**config.mk**
```make
export PLATFORM = sky130hd
export DESIGN_NAME = hold_arbiter
export DESIGN_NICKNAME = d
export VERILOG_FILES = /design/src/rtl/hold_arb_pkg.sv /design/src/rtl/hold_arb_sync.sv /design/src/rtl/hold_arb_master.sv /design/src/rtl/hold_arb_slave.sv /design/src/rtl/hold_arbiter.sv
export SDC_FILE = /design/constraint.sdc
export NUM_CORES = 1
export LEC_CHECK = 0
export BUFFER_PORTS_ARGS = -buffer_cell sky130_fd_sc_hd__buf_4
export CAP_MARGIN = 0
export CORE_ASPECT_RATIO = 0.9
export CORE_MARGIN = 5
export CORE_UTILIZATION = 25
export DETAILED_ROUTE_END_ITERATION = 7
export PLACE_DENSITY = 0.54
export SLEW_MARGIN = 20
export SYNTH_ARGS = -nofsm -noshare
export SYNTH_HDL_FRONTEND = slang
export SYNTH_SLANG_ARGS = --single-unit
```
**constraint.sdc**
```tcl
create_clock -name clk -period 3.22 [get_ports clk]
set_clock_uncertainty 0.15 [all_clocks]
set_input_delay 0.805 -clock clk [delete_from_list [all_inputs] [get_ports clk]]
set_output_delay 0.805 -clock clk [all_outputs]
set_load 0.01 [all_outputs]
```
**src/rtl/hold_arb_pkg.sv**
```systemverilog
package hold_arb_pkg;

   // master-role sequencer states
   typedef enum logic [1:0] {
      MST_OWN     = 2'd0,
      MST_HELD    = 2'd1,
      MST_RECOVER = 2'd2
   } mst_state_e;

   // slave-role sequencer states
   typedef enum logic [1:0] {
      SLV_IDLE = 2'd0,
      SLV_REQ  = 2'd1,
      SLV_OWN  = 2'd2
   } slv_state_e;

   // convert between a logical "active" level and a pin level
   function automatic logic to_pin(input logic active, input bit active_low);
      return active_low ? ~active : active;
   endfunction

endpackage

```
**src/rtl/hold_arb_sync.sv**
```systemverilog
// Synchroniser for one asynchronous handshake line.
module hold_arb_sync #(
   parameter int STAGES = 2
) (
   input  logic clk,
   input  logic rst_n,
   input  logic d_i,
   output logic q_o
);

   generate
      if (STAGES == 2) begin : g_pair
         logic meta_q;
         logic safe_q;
         always_ff @(posedge clk or negedge rst_n) begin
            if (!rst_n) begin
               meta_q <= 1'b0;
               safe_q <= 1'b0;
            end else begin
               meta_q <= d_i;
               safe_q <= meta_q;
            end
         end
         assign q_o = safe_q;
      end else begin : g_chain
         logic [STAGES-1:0] chain_q;
         always_ff @(posedge clk or negedge rst_n) begin
            if (!rst_n) begin
               chain_q <= '0;
            end else begin
               chain_q <= {chain_q[STAGES-2:0], d_i};
            end
         end
         assign q_o = chain_q[STAGES-1];
      end
   endgenerate

endmodule

```
**src/rtl/hold_arb_master.sv**
```systemverilog
// Master role: the local side owns the bus and lends it out on request.
module hold_arb_master
   import hold_arb_pkg::*;
#(
   parameter int RELEASE_GAP = 1,
   localparam int GAP_W      = (RELEASE_GAP < 2) ? 1 : $clog2(RELEASE_GAP)
) (
   input  logic clk,
   input  logic rst_n,
   input  logic clear_i,      // role not active: park in the owning state
   input  logic hold_s_i,     // synchronised hold request
   input  logic cycle_done_i,
   input  logic bus_req_i,
   output logic hlda_o,
   output logic breq_o,
   output logic float_o,
   output logic run_ok_o
);

   localparam logic [GAP_W-1:0] GAP_LAST = GAP_W'(RELEASE_GAP - 1);

   mst_state_e       state_q, state_d;
   logic [GAP_W-1:0] gap_q, gap_d;

   always_comb begin
      state_d = state_q;
      gap_d   = gap_q;
      unique case (state_q)
         MST_OWN: begin
            // only at a cycle boundary may the bus change hands
            if (hold_s_i && cycle_done_i) begin
               state_d = MST_HELD;
            end
         end
         MST_HELD: begin
            if (!hold_s_i) begin
               state_d = MST_RECOVER;
               gap_d   = '0;
            end
         end
         MST_RECOVER: begin
            if (gap_q == GAP_LAST) begin
               state_d = MST_OWN;
               gap_d   = '0;
            end else begin
               gap_d = gap_q + 1'b1;
            end
         end
         default: begin
            state_d = MST_OWN;
            gap_d   = '0;
         end
      endcase
   end

   always_ff @(posedge clk or negedge rst_n) begin
      if (!rst_n) begin
         state_q <= MST_OWN;
         gap_q   <= '0;
      end else if (clear_i) begin
         state_q <= MST_OWN;
         gap_q   <= '0;
      end else begin
         state_q <= state_d;
         gap_q   <= gap_d;
      end
   end

   assign hlda_o   = (state_q == MST_HELD);
   assign breq_o   = (state_q == MST_HELD) && bus_req_i;
   assign float_o  = (state_q != MST_OWN);
   // a pending hold blocks new cycles ahead of the grant
   assign run_ok_o = (state_q == MST_OWN) && !hold_s_i;

endmodule

```
**src/rtl/hold_arb_slave.sv**
```systemverilog
// Slave role: the local side must be granted the bus before running cycles.
module hold_arb_slave
   import hold_arb_pkg::*;
(
   input  logic clk,
   input  logic rst_n,
   input  logic clear_i,
   input  logic grant_s_i,    // synchronised acknowledge from the master
   input  logic cycle_done_i,
   input  logic bus_req_i,
   output logic breq_o,
   output logic float_o,
   output logic run_ok_o
);

   slv_state_e state_q, state_d;

   always_comb begin
      state_d = state_q;
      unique case (state_q)
         SLV_IDLE: begin
            if (bus_req_i) begin
               state_d = SLV_REQ;
            end
         end
         SLV_REQ: begin
            if (!bus_req_i) begin
               state_d = SLV_IDLE;
            end else if (grant_s_i) begin
               state_d = SLV_OWN;
            end
         end
         SLV_OWN: begin
            if (!grant_s_i) begin
               state_d = bus_req_i ? SLV_REQ : SLV_IDLE;
            end else if (!bus_req_i && cycle_done_i) begin
               state_d = SLV_IDLE;
            end
         end
         default: state_d = SLV_IDLE;
      endcase
   end

   always_ff @(posedge clk or negedge rst_n) begin
      if (!rst_n) begin
         state_q <= SLV_IDLE;
      end else if (clear_i) begin
         state_q <= SLV_IDLE;
      end else begin
         state_q <= state_d;
      end
   end

   assign breq_o   = (state_q == SLV_REQ) || (state_q == SLV_OWN);
   assign float_o  = (state_q != SLV_OWN);
   assign run_ok_o = (state_q == SLV_OWN) && grant_s_i;

endmodule

```
**src/rtl/hold_arbiter.sv**
```systemverilog
module hold_arbiter
   import hold_arb_pkg::*;
#(
   parameter int SYNC_STAGES    = 2,
   parameter int RELEASE_GAP    = 1,
   parameter bit PIN_ACTIVE_LOW = 1'b0
) (
   input  logic clk,
   input  logic rst_n,
   input  logic arb_en_i,
   input  logic slave_sel_i,
   input  logic hold_pin_i,
   input  logic hlda_pin_i,
   input  logic bus_req_i,
   input  logic cycle_done_i,
   output logic hlda_pin_o,
   output logic hlda_oe_o,
   output logic breq_pin_o,
   output logic bus_float_o,
   output logic run_ok_o
);

   // elaboration-time parameter checks
   if (SYNC_STAGES < 2) begin : g_bad_sync
      $error("hold_arbiter: SYNC_STAGES must be at least 2");
   end
   if (RELEASE_GAP < 1) begin : g_bad_gap
      $error("hold_arbiter: RELEASE_GAP must be at least 1");
   end

   // pins to logical levels
   logic hold_lvl, grant_lvl;
   generate
      if (PIN_ACTIVE_LOW) begin : g_in_low
         assign hold_lvl  = ~hold_pin_i;
         assign grant_lvl = ~hlda_pin_i;
      end else begin : g_in_high
         assign hold_lvl  = hold_pin_i;
         assign grant_lvl = hlda_pin_i;
      end
   endgenerate

   logic hold_s, grant_s;

   hold_arb_sync #(.STAGES(SYNC_STAGES)) u_sync_hold (
      .clk  (clk),
      .rst_n(rst_n),
      .d_i  (hold_lvl),
      .q_o  (hold_s)
   );

   hold_arb_sync #(.STAGES(SYNC_STAGES)) u_sync_grant (
      .clk  (clk),
      .rst_n(rst_n),
      .d_i  (grant_lvl),
      .q_o  (grant_s)
   );

   logic mst_active, slv_active;
   assign mst_active = arb_en_i && !slave_sel_i;
   assign slv_active = arb_en_i &&  slave_sel_i;

   logic m_hlda, m_breq, m_float, m_run;
   logic s_breq, s_float, s_run;

   hold_arb_master #(.RELEASE_GAP(RELEASE_GAP)) u_master (
      .clk         (clk),
      .rst_n       (rst_n),
      .clear_i     (!mst_active),
      .hold_s_i    (hold_s),
      .cycle_done_i(cycle_done_i),
      .bus_req_i   (bus_req_i),
      .hlda_o      (m_hlda),
      .breq_o      (m_breq),
      .float_o     (m_float),
      .run_ok_o    (m_run)
   );

   hold_arb_slave u_slave (
      .clk         (clk),
      .rst_n       (rst_n),
      .clear_i     (!slv_active),
      .grant_s_i   (grant_s),
      .cycle_done_i(cycle_done_i),
      .bus_req_i   (bus_req_i),
      .breq_o      (s_breq),
      .float_o     (s_float),
      .run_ok_o    (s_run)
   );

   // logical outputs, role selected
   logic hlda_act, breq_act;

   always_comb begin
      hlda_act    = 1'b0;
      breq_act    = 1'b0;
      bus_float_o = 1'b0;
      run_ok_o    = 1'b1;
      if (mst_active) begin
         hlda_act    = m_hlda;
         breq_act    = m_breq;
         bus_float_o = m_float;
         run_ok_o    = m_run;
      end else if (slv_active) begin
         breq_act    = s_breq;
         bus_float_o = s_float;
         run_ok_o    = s_run;
      end
   end

   assign hlda_oe_o  = mst_active;
   assign hlda_pin_o = to_pin(hlda_act, PIN_ACTIVE_LOW);
   assign breq_pin_o = to_pin(breq_act, PIN_ACTIVE_LOW);

endmodule

```
==> key figures <==
Drt
  – Vias: 345
  – Drt drc: 0
  – Routed Antenna Nets: 0
  – Routed wire length: 835 um
  – DR pass1 iterations: 1
  – Drt initial violations: 0
  – Via-to-Cell Ratio: 4.367
  – Routed wire per std cell: 10.57 um

Synth
  – Post-synthesis simple-gate area fraction: 23.66%
  – Synth top area share: 43.01%
  – Seq/Total Area, Yosys: 43.01%
  – Combinational family with the most area after synthesis: simple AND/OR/NAND/NOR gates
  – Distinct cells, synth: 23
  – Mean post-synth cell area: 11.08 sq um
  – Post-Synth Adder-Cell Area: 10.75%
  – Synth Register Bits: 8
  – Post-Syn Nets: 54
  – Synth Instances: 42
  – Synth Area in XOR/XNOR: 0%
  – Largest cells by area after synthesis: dfrtp_1 (43%), ha_1 (11%), nor2b_1 (5.4%), mux2i_1 (4.3%), a311oi_2 (3.2%)
  – Syn Std Cell Area: 465.4 sq um
  – Ys Warns: 0
  – Mux contribution to synthesized area: 4.301%
  – Compound-Gate Fraction of Synth Area: 11.83%
  – Yosys top cell by area: dfrtp_1

Floorplan
  – Row count: 14
  – Die area: 2826 sq um
  – Die height: 50.94 um
  – Core Area: 1717 sq um
  – Initial core utilization: 27.11%
  – Chip width: 55.48 um
  – Top Ports: 13

Flow run
  – Max-cap violations: 0

Setup path
  – Worst Path Required: 2260 ps
  – Worst-path maximum fanout: 12
  – Crit path buf inv count: 2
  – CP max stage cell: nor4_1
  – Setup CP Type: in -> out
  – Worst setup EP type: output port
  – Largest stage delay, worst path: 300 ps
  – Critical Path Source Type: input port
  – Cell repeated most along the worst path: buf_4
  – Arr. time, crit path: 1520 ps
  – CP top delay family: simple AND/OR/NAND/NOR gates
  – Critical path cell sequence: buf_4, nor4_1, a31oi_1, nand2_1, buf_4

Final layout
  – Nets: 69
  – # fillers: 191
  – # diodes: 0
  – Area grow syn2layout: 26.61%
  – Share of cells above drive strength 1: 30.91%
  – Final core utilization: 34.33%

Clock tree
  – Post_cts resized: 0
  – Clock Latency Late Sink: 250 ps
  – H-tree depth: 1
  – CTS max path bufs: 2
  – Total CTS buffers: 3
  – CTS sink count: 8
  – Setup bufs post-CTS: 0
  – TritonCTS clock tree: built
  – Cts hold-fix bufs: 0
  – Root Driver: clkbuf_4
  – Clock-pin slew on the worst setup and hold paths: 50 ps

Global routing
  – Largest net degree at the start of global routing: 13
  – Met3 Use GR: 4.786%
  – Vias in the first global route: 379
  – Global-route wire length before repair: 1600 um
  – Global Route met1 Usage: 9.063%
  – Met2 usage: 9.843%
  – GR peak layer: met2
  – All-layer global routing usage: 7.370%
  – Congestion Overflow GR: 0
  – Initial antenna violation count: 0

Pwr
  – P_leak: 0.0002844 uW
  – VDD IR-drop max: 257.5 uV
  – Pwr Density: 361.9 nW/um^2

Timing
  – Max Transition Viols Final: 0
  – RSZ-0062 raised after global routing: false
  – Worst-margin pin slew: 341.5 ps
  – Headroom to the max-slew limit: 77.23%
  – Worst hold slack: 193.7 ps
  – Final TNS setup: 0 ps
  – Hold Fails Final Rpt: 0
  – Tcrit/Tclk final: 76.81%
  – Max frequency: 404.3 MHz
  – Setup Viol. Count Final: 0
  – Minimum clock period: 2473 ps

Outcome
  – Status: finished, final reports clean

Place
  – Port Buffers: 12
  – RD Place Congestion: 0.8136

Hold path
  – HP Class: reg -> reg
==> kinds of logic after synthesis <==
| kind of cell | count (synthesis) |
|---|---|
| flip-flops | 8 |
| adder cells (fa/ha/maj) | 4 |
| AO/OA/AOI/OAI | 6 |
| multiplexers | 2 |
| buffers and inverters | 5 |
| AND/OR/NAND/NOR | 17 |
==> layout make-up <==
class                           count  area, sq um  share of cell area [%]
Clock buffer                        3        22.52                   3.822
Multi-Input combinational cell     29        235.2                   39.92
Timing Repair Buffer               12        90.09                   15.29
Tap cell                           24        30.03                   5.096
Inverter                            3        11.26                   1.911
Sequential cell                     8        200.2                   33.97
==> sequential cells by signal (all words and copies together) (netlist names) <==
| signal | cells |
|---|---|
| u_master.state_q | 2 |
| u_slave.state_q | 2 |
| u_sync_grant.g_pair.meta_q | 1 |
| u_sync_grant.q_o | 1 |
| u_sync_hold.g_pair.meta_q | 1 |
| u_sync_hold.q_o | 1 |
==> through the flow <==
| step | power (uW) | setup WS (ps) | instances | area, sq um |
|---|---|---|---|---|
| finish | 213.3 | 746.7 | 79 | 589.3 |
| global route | 231.1 | 658.2 | 79 | 589.3 |
| CTS | 220.0 | 747.2 | 79 | 589.3 |
| detailed placement | 142.6 | 737.6 | 76 | 566.8 |
| global placement | 142.8 | 741.3 | 76 | 566.8 |
| floorplan | 127.3 | 932.5 | 42 | 465.4 |
==> Yosys cell counts (all sizes together) <==
cell type / n
nor4bb: 1
mux2i: 2
o311a: 1
nand2: 3
a31oi: 1
and4: 1
o211a: 1
nor3b: 1
inv: 3
nor4: 1
nor2b: 4
nand3: 2
a21oi: 1
nand2b: 1
dfrtp: 8
and3b: 2
and2: 1
a311oi: 1
ha: 4
o2111ai: 1
buf: 2
==> worst paths after layout <==
path	from	cells past startpoint	endpoint	slack (ps)
worst max-delay path	slave_sel_i	5	run_ok_o	750
worst min-delay path	u_sync_grant.g_pair.meta_q	0	u_sync_grant.q_o	190
worst max register to register	u_slave.state_q[0]	5	u_slave.state_q[1]	1590
worst min register to register	u_sync_grant.g_pair.meta_q	0	u_sync_grant.q_o	190
max in group asynchronous	rst_n	1	u_sync_grant.g_pair.meta_q	2590
min in group asynchronous	rst_n	1	u_master.state_q[0]	210
==> where the power goes <==
| group | total (uW) | switching, uW | internal, uW |
|---|---|---|---|
| Clock | 73.0 | 30.6 | 42.4 |
| Sequential | 108 | 3.12 | 105 |
| Combinational | 32.5 | 15.1 | 17.4 |
==> cells in the final DEF, fill, tap and decap left out, drive strengths merged, types with 2 or more instances in the layout <==
| master | synthesis | layout |
|---|---|---|
| ha | 4 | 4 |
| inv | 3 | 3 |
| nand3 | 2 | 2 |
| dfrtp | 8 | 8 |
| nand2 | 3 | 3 |
| and3b | 2 | 2 |
| nor2b | 4 | 4 |
| mux2i | 2 | 2 |
| buf | 2 | 12 |
| clkbuf | 0 | 3 |
==> per-layer routing <==
metal	routed length, um	up-vias
met4	12	0
met5	0	-
met3	98	5
met1	401	149
met2	323	14
li1	-	177
Note: power is estimated with default switching activity, not from simulation.
